## src/rtl/updn_pkg.sv

```systemverilog
package updn_pkg;

    // Direction encoding on dir_up
    typedef enum logic {
        DIR_DOWN = 1'b0,
        DIR_UP   = 1'b1
    } dir_e;

    // Enable register state
    typedef struct packed {
        logic en_n;
    } en_state_t;

endpackage

```

## src/rtl/updn_en_sync.sv

```systemverilog
module updn_en_sync
    import updn_pkg::*;
(
    input  logic clk,
    input  logic rst,
    input  logic en_n,
    output logic en_q_n
);

    en_state_t st_d;
    en_state_t st_q;

    always_comb begin
        st_d      = st_q;
        st_d.en_n = en_n;
        if (rst) begin
            st_d.en_n = 1'b1;
        end
    end

    always_ff @(posedge clk) begin
        st_q <= st_d;
    end

    assign en_q_n = st_q.en_n;

endmodule

```

## src/rtl/updn_stage.sv

```systemverilog
module updn_stage
    import updn_pkg::*;
#(
    parameter int W = 4
) (
    input  logic         clk,
    input  logic         rst,
    input  logic         dir_up,
    input  logic         ci_n,
    output logic [W-1:0] q,
    output logic         co_n
);

    localparam logic [W-1:0] ONE    = {{(W-1){1'b0}}, 1'b1};
    localparam logic [W-1:0] TOP    = {W{1'b1}};
    localparam logic [W-1:0] BOTTOM = '0;

    typedef struct packed {
        logic [W-1:0] cnt;
    } stage_state_t;

    stage_state_t st_d;
    stage_state_t st_q;
    logic         at_tc;

    always_comb begin
        st_d = st_q;
        if (!ci_n) begin
            if (dir_e'(dir_up) == DIR_UP) begin
                st_d.cnt = st_q.cnt + ONE;
            end else begin
                st_d.cnt = st_q.cnt - ONE;
            end
        end
        if (rst) begin
            st_d.cnt = BOTTOM;
        end
    end

    always_ff @(posedge clk) begin
        st_q <= st_d;
    end

    // Terminal value depends on the direction applied right now
    always_comb begin
        if (dir_e'(dir_up) == DIR_UP) begin
            at_tc = (st_q.cnt == TOP);
        end else begin
            at_tc = (st_q.cnt == BOTTOM);
        end
    end

    assign co_n = ci_n | ~at_tc;
    assign q    = st_q.cnt;

endmodule

```

## src/rtl/updn_chain.sv

```systemverilog
module updn_chain #(
    parameter int STAGE_W    = 4,
    parameter int NUM_STAGES = 2
) (
    input  logic                          clk,
    input  logic                          rst,
    input  logic                          dir_up,
    input  logic                          en_n,
    input  logic                          carry_in_n,
    output logic [STAGE_W*NUM_STAGES-1:0] count,
    output logic                          carry_out_n
);

    localparam int CW = STAGE_W * NUM_STAGES;

    logic                  en_q_n;
    logic [NUM_STAGES:0]   carry_n;

    updn_en_sync u_en (
        .clk    (clk),
        .rst    (rst),
        .en_n   (en_n),
        .en_q_n (en_q_n)
    );

    assign carry_n[0] = en_q_n | carry_in_n;

    for (genvar g = 0; g < NUM_STAGES; g++) begin : g_stage
        updn_stage #(
            .W (STAGE_W)
        ) u_stage (
            .clk    (clk),
            .rst    (rst),
            .dir_up (dir_up),
            .ci_n   (carry_n[g]),
            .q      (count[g*STAGE_W +: STAGE_W]),
            .co_n   (carry_n[g+1])
        );
    end

    assign carry_out_n = carry_n[NUM_STAGES];

endmodule

```

## config.mk

```make
export PLATFORM = sky130hd
export DESIGN_NAME = updn_chain
export DESIGN_NICKNAME = d
export VERILOG_FILES = /design/src/rtl/updn_pkg.sv /design/src/rtl/updn_en_sync.sv /design/src/rtl/updn_stage.sv /design/src/rtl/updn_chain.sv
export SDC_FILE = /design/constraint.sdc
export NUM_CORES = 1
export LEC_CHECK = 0
export BUFFER_PORTS_ARGS = -buffer_cell sky130_fd_sc_hd__buf_2
export CAP_MARGIN = 20
export CORE_AREA = 2 2 39 41
export CTS_BUF_LIST = sky130_fd_sc_hd__clkbuf_4 sky130_fd_sc_hd__clkbuf_8
export DETAILED_ROUTE_END_ITERATION = 6
export DIE_AREA = 0 0 41 43
export SLEW_MARGIN = 10
export SYNTH_ARGS = -nofsm -noshare
export SYNTH_HDL_FRONTEND = slang
export SYNTH_SLANG_ARGS = --single-unit
```

## constraint.sdc

```tcl
create_clock -name clk -period 2.7 [get_ports clk]
set_input_delay 0.54 -clock clk [delete_from_list [all_inputs] [get_ports clk]]
set_output_delay 0.54 -clock clk [all_outputs]
set_load 0.02 [all_outputs]
```

## Yosys cells after proc, flatten, opt, wreduce, memory -nomap -nowiden

Cells that the tools add are included.

- Bits in registers: 9
- Bits in latches: 0
- Bits in writable memories: 0
- Memory bits (read-only): 0
- Input port bits: 5
- Output and inout bits: 9
- Logic and storage cells: 20
- Memories kept: 0

- Add/subtract/negate cells: 4
- Multiply operators: 0
- Div/mod/pow operators: 0
- Order comparisons: 0
- Equal/unequal tests: 2
- Shift operators: 0
- Multiplexer cells: 4
- Bitwise operators: 5
- Reductions and logical operators: 2

Operators by type and width:

| kind | number |
|---|---|
| 4-bit by 1-bit adder with 4-bit output (second input constant) | 2 |
| 4-bit equality test (second input constant) | 2 |
| 4-bit logical NOT | 2 |
| 4-bit two-way mux | 2 |
| 4-bit by 1-bit subtractor with 4-bit output (second input constant) | 2 |
| 1-bit OR | 3 |
| 1-bit two-way mux | 2 |
| 1-bit NOT | 2 |

## Longest topological paths before layout

Gate-level depths: netlist (run 1).

- Depth in word-level cells: 5
- Gate-level depth with buffers: 7
- Depth with buffers taken out: 7

## Hierarchy

From an unflattened synthesis (run 1), not the netlist that was laid out.

- Cells, all modules: 63
- Area, all modules: 595.6 µm²

Modules (own cells, without submodules):

| module | instances | cells each | area each (µm²) | sequential area each (µm²) |
|---|---|---|---|---|
| updn_stage | 2 | 30 | 281.5 | 80.1 |
| updn_en_sync | 1 | 2 | 26.3 | 20.0 |
| updn_chain | 1 | 1 | 6.3 | 0.0 |

## Least setup slack after synthesis (run 1)

No wires, ideal clock.

- Kind: input to register
- Start point: in dir_up
- End point: reg g_stage[0].u_stage.st_q (netlist bit g_stage[0].u_stage.q[3])
- Library setup time: 70 ps
- Data arrival time: 1965 ps
- Required time: 2630 ps
- Slack: 665 ps
- Stages on the path: 7
- Path buffers: 0
- Cells stage by stage: inv_1 -> ha_1 -> a21o_2 -> a21oi_1 -> xnor2_1 -> or4_1 -> a21oi_1

- Longest elaborated chain between the ends: 1

RTL lines:

| item | RTL line | source |
|---|---|---|
| start: declaration | updn_chain.sv:7 | `input logic dir_up,` |
| 4-bit two-way mux | updn_stage.sv:29 | `if (dir_e'(dir_up) == DIR_UP) begin` |
| end signal: assignment | updn_stage.sv:41 | `st_q <= st_d;` |
| end: declaration | updn_stage.sv:23 | `stage_state_t st_q;` |

Every way passes these cells.
A chain may end at the register's enable or synchronous reset.

## Worst setup path in the final report (run 1)

- Start point: reg g_stage[0].u_stage.st_q (netlist bit g_stage[0].u_stage.q[0])
- End point: out carry_out_n

- Longest elaborated chain between the ends: 5
- Elaborated cells on any way between the ends: 6
- Those cells by class: eq/ne: 1; mux: 1; bitwise: 3; reduce/logical: 1

RTL lines:

| item | RTL line | source |
|---|---|---|
| 4-bit equality test / 4-bit logical NOT (equally long branches) | updn_stage.sv:47, updn_stage.sv:49 |  |
| 1-bit two-way mux * | updn_stage.sv:46 | `if (dir_e'(dir_up) == DIR_UP) begin` |
| 1-bit NOT * | updn_stage.sv:53 | `assign co_n = ci_n \| ~at_tc;` |
| 1-bit OR * (2 in a row) | updn_stage.sv:53 |  |
| end: declaration | updn_chain.sv:11 | `output logic carry_out_n` |

Mark *: on every way between the ends. The rest lies on a longest branch, timed or not.

==> results.py, run 1 <==
metrics = {
    "run_status": {
        "status": "finished clean",
    },
    "logic_synthesis": {
        "syn_inst": 56,
        "synth_fp_nets": 67,
        "yosysUniqueCellTypes": 25,
        "synth_most_common_cell": "dfxtp_1",
        "netlist_area_um2": 529.3,
        "yosysTopAreaCell": "dfxtp_1",
        "netlist_top_cells_area": "dfxtp_1, ha_1, fa_1, mux2i_1, nor2_1",
        "synthTopCellsByCount": "dfxtp_1, nor2_1, a21oi_1",
        "async_reset_ff_frac": 0,
        "ys_seq_area_frac": 0.3404,
        "ys_warn_count": 0,
        "synth_ff_type": "dfxtp_1",
        "synth_edf_count": 0,
        "synth_top_area_frac": 0.3404,
        "synth_seq_cells": 9,
        "avgSynthCellArea_um2": 9.451,
    },
    "power_and_ir_drop": {
        "swShare": 0.2768,
        "combPwrFrac": 0.174,
        "p_int_w": 0.0002315,
        "p_sw_w": 0.00008859,
        "vdd_drop_max_v": 0.0001746,
        "powerDensity_nw_per_um2": 493.9,
        "seqPwrFrac": 0.460,
        "leakage_nw": 0.3277,
        "clockPowerShare": 0.366,
    },
    "layout": {
        "nFillCells": 150,
        "fin_cells": 89,
        "num_antenna_cells": 0,
        "regArea_um2": 180.2,
        "multi_input_area_um2": 341.6,
        "fin_nets": 85,
        "drive_above_1_share": 0.3014,
        "area_delta_synth_final_pct": 22.46,
    },
    "placed_design": {
        "place_congestion": 0.7310,
        "dp_cells": 85,
        "place_ws_ns": 0.3555,
        "hpwl_um": 807.1,
        "port_buffers": 13,
    },
    "timing": {
        "hold_violations": 0,
        "fmaxAchievable_mhz": 421.9,
        "tns_ns": 0,
        "worst_slew_pin_slew_ns": 0.3470,
        "finalSetupViolCount": 0,
        "timing.final.ws_setup_ns": 0.3296,
        "max-slew-margin-rel": 0.7678,
        "fin_crit_ns": 2.370,
        "finalClockSkew_ns": 0.004008,
        "maxSlewViolCount": 0,
        "rsz0062_at_grt": "false",
        "holdWs_ns": 0.4552,
        "fin_crit_sh": 0.8779,
    },
    "critical_path": {
        "worstPathRequired_ns": 2.16,
        "cp.arrival_ns": 1.83,
        "cp.depth": 6,
        "worstPathMaxFanout": 6,
        "cp_num_buf_inv": 2,
        "critPathLaunchType": "flip-flop",
        "path_cells": "or4_4, nor2_2, o21ai_1, buf_4, a21o_1, buf_2",
        "r2r_cells": 6,
        "slowest_delay_ns": 0.55,
        "criticalPathCategory": "flip-flop to primary output",
        "endpoint_kind": "primary output",
        "crit_family": "simple AND/OR/NAND/NOR gates",
        "cpMaxStageDelayCell": "or4_4",
    },
    "clock_network": {
        "cts_hold_repair.buffers": 0,
        "clockBufferDepth": 2,
        "cts_tree": "done",
        "cts_buffers": 3,
        "cts_root_buf": "clkbuf_4",
        "cts_setup_buffers": 0,
        "cts.sinks": 9,
        "clkSlewWorstSetupHoldPaths_ns": 0.07,
        "worstSkewPairLatency_ns": 0.26,
        "htree_levels": 1,
        "cts_resized": 0,
    },
    "die": {
        "num_rows": 14,
        "die_area_um2": 1763,
        "start_util": 0.3825,
        "io_pins": 14,
        "core_um2": 1384,
        "die_w_um": 41,
        "die_y_um": 43,
    },
    "drt": {
        "drt_iter0_drc": 4,
        "wirelength_um": 1063,
        "vias_per_cell": 5.247,
        "vias": 467,
        "wire_per_inst_um": 11.94,
        "drc": 0,
        "detail-route-antenna-nets": 0,
        "drtPass1Iterations": 4,
    },
    "run": {
        "drv_cap": 0,
    },
    "global_route": {
        "grt.total_usage": 0.1382,
        "grt_pass1_vias": 377,
        "grt_antenna_before_repair": 0,
        "grt_pass1_wl_um": 1628,
        "grt-ovfl-total": 0,
        "grt_start_max_net_pins": 10,
    },
    "worst_hold_path": {
        "hold_class": "input port to flip-flop",
        "hold_path_depth": 2,
    },
}
[power by group through the flow]
stage | logic, W | clock network (W) | registers, W
final | 0.0000557 | 0.000117 | 0.000147
after global routing | 0.0000622 | 0.000128 | 0.000148
after CTS | 0.0000565 | 0.000121 | 0.000147
after detailed placement | 0.0000562 | 0 | 0.000150
after global placement | 0.0000552 | 0 | 0.000150
after floorplan | 0.0000348 | 0 | 0.000154
[worst reg2reg max path, cell delays in order (launching register included)]
cell and delay (ns):
dfxtp_1 0.44, ha_1 0.28, a21o_2 0.21, a21oi_1 0.17
xnor2_1 0.09, or4_1 0.40, a21oi_1 0.15
[final timing paths]
kind	startpoint	endpoint	slack [ns]
max reg2reg	g_stage[0].u_stage.q[1]	g_stage[0].u_stage.q[3]	0.89
max	g_stage[0].u_stage.q[0]	carry_out_n	0.33
min reg2reg	g_stage[1].u_stage.q[3]	g_stage[1].u_stage.q[3]	0.51
min	en_n	u_en.en_q_n	0.46
[cells by family (layout without fill, tap and decap cells)]
logic type / Yosys count / count (layout) / synth area share
AOI/OAI and AO/OA: 13 / 13 / 0.1536
adders and majority gates: 6 / 6 / 0.1702
and+or+nand+nor: 18 / 18 / 0.1821
buffers and inverters: 2 / 19 / 0.01417
muxes: 3 / 3 / 0.05674
xor gates and xnor gates: 5 / 5 / 0.08276
DFF: 9 / 9 / 0.3404
[cells in the final DEF, fill, tap and decap left out, drive strengths merged, types with 2 or more instances in the layout]
cell type,n
fa,2
a21o,3
a21oi,5
o21ai,2
o31ai,2
clkbuf,4
dfxtp,9
buf,14
mux2i,3
nor2,8
nand2,2
xnor2,3
or4,3
xor2,2
ha,4
[final cells by class]
class | instances | area share
clock buffers | 4 | 0.04633
multi-input cells | 45 | 0.5270
repair buffers | 14 | 0.1120
inverters | 1 | 0.005792
flip-flops and latches | 9 | 0.2780
well taps | 16 | 0.03089
[metal layers]
metal	global-route usage	wire length, um	up-vias
met3	0.03141	56	4
met1	0.1765	509	215
li1	-	-	235
met4	0.1000	20	0
met5	0	0	-
met2	0.1938	477	13
[sequential cells by signal, summed over array words and instances, names as in the netlist]
| signal | flops |
|---|---|
| u_en.en_q_n | 1 |
| g_stage.u_stage.q | 8 |
[metrics by stage]
| step | total power [W] | cell area [um^2] | utilization |
|---|---|---|---|
| 2_1_floorplan | 0.0001893 | 529.3 | - |
| 3_3_place_gp | 0.0002053 | 618.1 | 0.4467 |
| 3_5_place_dp | 0.0002066 | 618.1 | 0.4467 |
| 4_1_cts | 0.0003244 | 648.1 | 0.4684 |
| 5_1_grt | 0.0003389 | 648.1 | 0.4684 |
| 6_report | 0.0003201 | 648.1 | 0.4684 |
Power figures use the tool's default switching activity.
==> run 2, diff against run 1 <==
--- a/config.mk
+++ b/config.mk
@@ -5,12 +5,14 @@
 export SDC_FILE = /design/constraint.sdc
 export NUM_CORES = 1
 export LEC_CHECK = 0
+export ABC_AREA = 1
 export BUFFER_PORTS_ARGS = -buffer_cell sky130_fd_sc_hd__buf_2
 export CAP_MARGIN = 20
 export CORE_AREA = 2 2 39 41
 export CTS_BUF_LIST = sky130_fd_sc_hd__clkbuf_4 sky130_fd_sc_hd__clkbuf_8
 export DETAILED_ROUTE_END_ITERATION = 6
 export DIE_AREA = 0 0 41 43
+export PLACE_DENSITY = 0.71
 export SLEW_MARGIN = 10
 export SYNTH_ARGS = -nofsm -noshare
 export SYNTH_HDL_FRONTEND = slang
==> constraint.sdc (replaced) <==
create_clock -name clk -period 2.2 [get_ports clk]
set_input_delay 0.44 -clock clk [delete_from_list [all_inputs] [get_ports clk]]
set_output_delay 0.44 -clock clk [all_outputs]
set_load 0.02 [all_outputs]
==> run 2 against run 1 <==
Net effect:
- critical path depth is the same
- global-route usage grew 2.3 points
- clock power grew 22%
==> results.py, run 2 <==
metrics = {
    "timing": {
        "timing.final.ws_setup_ns": 0.4236,
        "max-slew-margin-rel": 0.7671,
        "fmaxAchievable_mhz": 562.9,
        "maxSlewViolCount": 0,
        "rsz0062_at_grt": "false",
        "hold_violations": 0,
        "finalSetupViolCount": 0,
        "fin_crit_ns": 1.776,
        "finalClockSkew_ns": 0.004910,
        "tns_ns": 0,
        "worst_slew_pin_slew_ns": 0.3486,
        "fin_crit_sh": 0.8075,
    },
    "die": {
        "die_y_um": 43,
        "core_um2": 1384,
        "die_area_um2": 1763,
        "start_util": 0.4539,
        "die_w_um": 41,
        "num_rows": 14,
        "io_pins": 14,
    },
    "drt": {
        "drt_iter0_drc": 16,
        "detail-route-antenna-nets": 0,
        "wire_per_inst_um": 10.00,
        "vias_per_cell": 4.983,
        "vias": 598,
        "drc": 0,
        "drtPass1Iterations": 4,
        "wirelength_um": 1200,
    },
    "global_route": {
        "grt_antenna_before_repair": 0,
        "grt_pass1_wl_um": 1911,
        "grt.total_usage": 0.1615,
        "grt-ovfl-total": 0,
        "grt_start_max_net_pins": 17,
        "grt_pass1_vias": 462,
    },
    "logic_synthesis": {
        "synth_ff_type": "dfxtp_1",
        "synth_fp_nets": 99,
        "yosysTopAreaCell": "dfxtp_1",
        "netlist_area_um2": 628.1,
        "ys_warn_count": 0,
        "synth_seq_cells": 9,
        "synth_most_common_cell": "nand2_1",
        "yosysUniqueCellTypes": 21,
        "synth_top_area_frac": 0.2869,
        "syn_inst": 88,
        "avgSynthCellArea_um2": 7.138,
        "netlist_top_cells_area": "dfxtp_1, nand2_1, nor2_1, ha_1, fa_1",
        "synth_edf_count": 0,
        "ys_seq_area_frac": 0.2869,
        "async_reset_ff_frac": 0,
        "synthTopCellsByCount": "nand2_1, nor2_1, dfxtp_1",
    },
    "clock_network": {
        "clkSlewWorstSetupHoldPaths_ns": 0.06,
        "cts_hold_repair.buffers": 0,
        "htree_levels": 1,
        "cts_tree": "done",
        "worstSkewPairLatency_ns": 0.27,
        "cts_resized": 0,
        "cts.sinks": 9,
        "cts_buffers": 3,
        "clockBufferDepth": 2,
        "cts_setup_buffers": 0,
        "cts_root_buf": "clkbuf_4",
    },
    "layout": {
        "post-route-util": 0.5335,
        "drive_above_1_share": 0.2500,
        "num_antenna_cells": 0,
        "fin_nets": 116,
        "nFillCells": 132,
        "fin_cells": 120,
        "largest_reg_flops": 8,
        "final_common_cell": "nand2_1",
        "final_cell_mix": "nand2_1, nor2_1, buf_2",
        "area_delta_synth_final_pct": 17.53,
    },
    "critical_path": {
        "critPathLaunchType": "flip-flop",
        "cp.arrival_ns": 1.34,
        "worstPathRequired_ns": 1.76,
        "rrSetupSlack_ns": 0.83,
        "endpoint_kind": "primary output",
        "criticalPathCategory": "flip-flop to primary output",
        "worstPathMaxFanout": 8,
    },
    "placed_design": {
        "place_congestion": 0.7800,
        "dp_cells": 116,
        "hpwl_um": 884.2,
        "place_ws_ns": 0.4587,
        "port_buffers": 13,
    },
    "power_and_ir_drop": {
        "powerDensity_nw_per_um2": 555.7,
        "vdd_drop_max_v": 0.0003094,
        "leakage_nw": 0.3762,
        "finalPower_w": 0.0004102,
    },
    "run_status": {
        "status": "finished clean",
    },
    "run": {
        "drv_cap": 0,
    },
    "worst_hold_path": {
        "hold_class": "input port to flip-flop",
    },
}
## run 2: changes by cell type in the layout (fill, tap and decap cells not counted), moves of 2 or more
cell and delta:
nand2_1 +17, nand2_2 +2, or2_2 +2, nor2_1 +8
a21oi_1 +2, or4_1 -2, o31ai_1 -2, a21o_1 -2
nor2_4 +2, nand3_1 +6, inv_1 +5, mux2i_1 -3
## run 2: stage by stage
stage                     hold slack [ns]  instance area, um^2
after floorplan                    0.5438                628.1
after global placement             0.5488                708.2
after detailed placement           0.5655                708.2
after CTS                          0.3523                738.2
after global routing               0.3556                738.2
final                              0.3541                738.2
## run 2: critical path: stages, from the launching register on
cell and delay (ns):
dfxtp_1 0.43, nand2_1 0.12, nor2_4 0.09, nand2_2 0.06, nand2_4 0.11, nand3_1 0.08
buf_2 0.17
## run 2: worst paths after layout
| check | startpoint | cells past startpoint | endpoint |
|---|---|---|---|
| hold reg to reg | g_stage[1].u_stage.q[2] | 2 | g_stage[1].u_stage.q[2] |
| setup / recovery | g_stage[0].u_stage.q[1] | 6 | carry_out_n |
| setup reg to reg | g_stage[1].u_stage.q[2] | 6 | g_stage[1].u_stage.q[3] |
| hold / removal | en_n | 2 | u_en.en_q_n |
## run 2: cell type report
class                      count  area, um^2  area share
clock buffer                   4       30.03     0.04068
tap                           16       20.02     0.02712
inverter                       7       26.28     0.03559
sequential                     9       180.2      0.2441
multi-input combinational     71       416.7      0.5644
timing repair buffer          13       65.06     0.08814
## run 2: per-layer routing
| layer | vias up | global-route usage | wire, um |
|---|---|---|---|
| met5 | - | 0 | 0 |
| met3 | 4 | 0.04712 | 78 |
| met4 | 0 | 0.1000 | 23 |
| met1 | 262 | 0.2353 | 561 |
| met2 | 18 | 0.2000 | 536 |
| li1 | 314 | - | - |
## run 2: power by group
group           total, W  leakage (nW)  internal [W]  switching (W)
registers       0.000181        0.0735      0.000170      0.0000108
clock network   0.000143        0.0184     0.0000824      0.0000601
logic          0.0000864         0.284     0.0000350      0.0000514
total           0.000410         0.376      0.000288       0.000122
## run 2: cells by family (layout without fill, tap and decap cells)
| group | after synthesis | count (layout) | synth area share |
|---|---|---|---|
| AOI/OAI and AO/OA | 10 | 10 | 0.08366 |
| buffers and inverters | 8 | 24 | 0.04978 |
| DFF | 9 | 9 | 0.2868 |
| and+or+nand+nor | 52 | 52 | 0.3944 |
| adders and majority gates | 6 | 6 | 0.1434 |
| xor gates and xnor gates | 3 | 3 | 0.04184 |
==> run 3, diff against run 2 <==
==> constraint.sdc (replaced) <==
create_clock -name clk -period 1.83 [get_ports clk]
set_input_delay 0.366 -clock clk [delete_from_list [all_inputs] [get_ports clk]]
set_output_delay 0.366 -clock clk [all_outputs]
set_load 0.02 [all_outputs]
==> run 3 against run 2 <==
Net effect:
- register-to-register slack lost 0.37 ns
- first-iteration DRC count shrank 38%
- die area unchanged
- routed wire length rose by 5.4%
- sequential share of layout area fell by 0.16 points
- worst setup slack lost 0.28 ns
- utilization grew 0.36 points
- global-route usage up 1.7 points
- highest routed layer unchanged
==> results.py, run 3 (synthesis results as in run 2) <==
metrics = {
    "drt": {
        "wirelength_um": 1265,
        "drc": 0,
        "vias": 597,
        "detail-route-antenna-nets": 0,
        "vias_per_cell": 4.934,
        "drtPass1Iterations": 4,
        "wire_per_inst_um": 10.45,
        "drt_iter0_drc": 10,
    },
    "timing": {
        "fin_crit_sh": 0.9236,
        "finalClockSkew_ns": 0.0006692,
        "rsz0062_at_grt": "false",
        "maxSlewViolCount": 0,
        "finalSetupViolCount": 0,
        "max-slew-margin-rel": 0.8358,
        "hold_violations": 0,
        "fin_crit_ns": 1.690,
        "fmaxAchievable_mhz": 591.7,
        "worst_slew_pin_slew_ns": 0.2460,
        "tns_ns": 0,
    },
    "layout": {
        "largest_reg_flops": 8,
        "drive_above_1_share": 0.2571,
        "fin_nets": 117,
        "area_delta_synth_final_pct": 18.33,
        "num_antenna_cells": 0,
        "final_cell_mix": "nand2_1, nor2_1, buf_2",
        "final_common_cell": "nand2_1",
        "final_area_um2": 743.2,
    },
    "critical_path": {
        "rrSetupSlack_ns": 0.46,
        "crit_start": "g_stage[0].u_stage.q[1]",
        "worstPathMaxFanout": 8,
        "endpoint": "carry_out_n",
        "criticalPathCategory": "flip-flop to primary output",
        "endpoint_kind": "primary output",
        "reg2reg_to": "g_stage[1].u_stage.q[3]",
        "r2r_cells": 6,
        "reg2reg_from": "g_stage[1].u_stage.q[2]",
        "worstPathRequired_ns": 1.46,
        "cp.arrival_ns": 1.32,
        "critPathLaunchType": "flip-flop",
    },
    "die": {
        "core_um2": 1384,
        "io_pins": 14,
        "num_rows": 14,
        "start_util": 0.4539,
        "die_area_um2": 1763,
        "die_y_um": 43,
        "die_w_um": 41,
    },
    "clock_network": {
        "cts_setup_buffers": 0,
        "cts_tree": "done",
        "cts_hold_repair.buffers": 0,
        "cts_root_buf": "clkbuf_4",
        "cts.sinks": 9,
        "clkSlewWorstSetupHoldPaths_ns": 0.06,
        "worstSkewPairLatency_ns": 0.27,
        "cts_buffers": 3,
        "cts_resized": 0,
        "htree_levels": 1,
        "clockBufferDepth": 2,
    },
    "global_route": {
        "grt_pass1_wl_um": 2049,
        "grt_pass1_vias": 507,
        "grt-ovfl-total": 0,
        "grt_start_max_net_pins": 16,
        "grt_antenna_before_repair": 0,
        "grt.total_usage": 0.1788,
    },
    "placed_design": {
        "placed_cell_area_um2": 715.7,
        "port_buffers": 13,
        "hpwl_um": 966.3,
        "place_congestion": 0.7722,
    },
    "power_and_ir_drop": {
        "combPwrFrac": 0.218,
        "p_int_w": 0.0003293,
        "leakage_nw": 0.3808,
        "seqPwrFrac": 0.447,
        "swShare": 0.3244,
        "powerDensity_nw_per_um2": 655.9,
        "clockPowerShare": 0.335,
        "vdd_drop_max_v": 0.0004052,
        "p_sw_w": 0.0001582,
    },
    "run_status": {
        "status": "finished clean",
    },
    "run": {
        "drv_cap": 0,
    },
    "worst_hold_path": {
        "hold_class": "input port to flip-flop",
    },
}
## run 3: cell count changes in the layout (fill, tap and decap cells not counted)
cell      delta
buf_4        +1
clkbuf_4     -1
clkinv_2     +1
## run 3: power groups by stage
stage / combinational [W] / clock (W) / sequential [W]
6_report: 0.000106 / 0.000163 / 0.000218
5_1_grt: 0.000120 / 0.000177 / 0.000220
4_1_cts: 0.000107 / 0.000173 / 0.000218
3_5_place_dp: 0.000105 / 0 / 0.000222
3_3_place_gp: 0.000104 / 0 / 0.000222
2_1_floorplan: 0.0000685 / 0 / 0.000229
## run 3: area by class of cell
cell class	count	area [um^2]
tap	16	20.02
sequential	9	180.2
fill	143	640.6
clock buffer	3	22.52
multi-input combinational	71	416.7
timing repair buffer	14	72.57
inverter	7	26.28
clock inverter	1	5.005
## run 3: routing by layer
| metal | GRT usage | vias to the layer above | routed length (um) |
|---|---|---|---|
| met5 | 0 | - | 0 |
| met4 | 0.1200 | 0 | 39 |
| met3 | 0.07853 | 5 | 76 |
| met2 | 0.2375 | 13 | 552 |
| met1 | 0.2230 | 260 | 596 |
| li1 | - | 319 | - |
## run 3: worst min path at each step
stage                                       start                       to  slack, ns  cells after the start
after floorplan                              en_n              u_en.en_q_n       0.47                      1
after global placement    g_stage[1].u_stage.q[2]  g_stage[1].u_stage.q[2]       0.55                      2
after detailed placement                     en_n              u_en.en_q_n       0.55                      2
after CTS                                    en_n              u_en.en_q_n       0.26                      2
after global routing                         en_n              u_en.en_q_n       0.26                      2
final                                        en_n              u_en.en_q_n       0.27                      2
## run 3: worst max-delay path, cell delays in order, from the launching register on
cell and delay (ns):
dfxtp_1 0.43, nand2_1 0.13, nor2_4 0.09, nand2_2 0.06, nand2_4 0.11, nand3_1 0.08, buf_2 0.16
## run 3: through the flow
step	power, W	hold WS (ns)	instances	utilization	setup WS [ns]
CTS	0.0004977	0.2577	121	0.5371	0.1139
detailed placement	0.0003278	0.5538	117	0.5172	0.1610
floorplan	0.0002980	0.4698	88	-	0.3819
global placement	0.0003255	0.5481	117	0.5172	0.2017
global route	0.0005169	0.2590	121	0.5371	0.02581
finish	0.0004875	0.2689	121	0.5371	0.1398
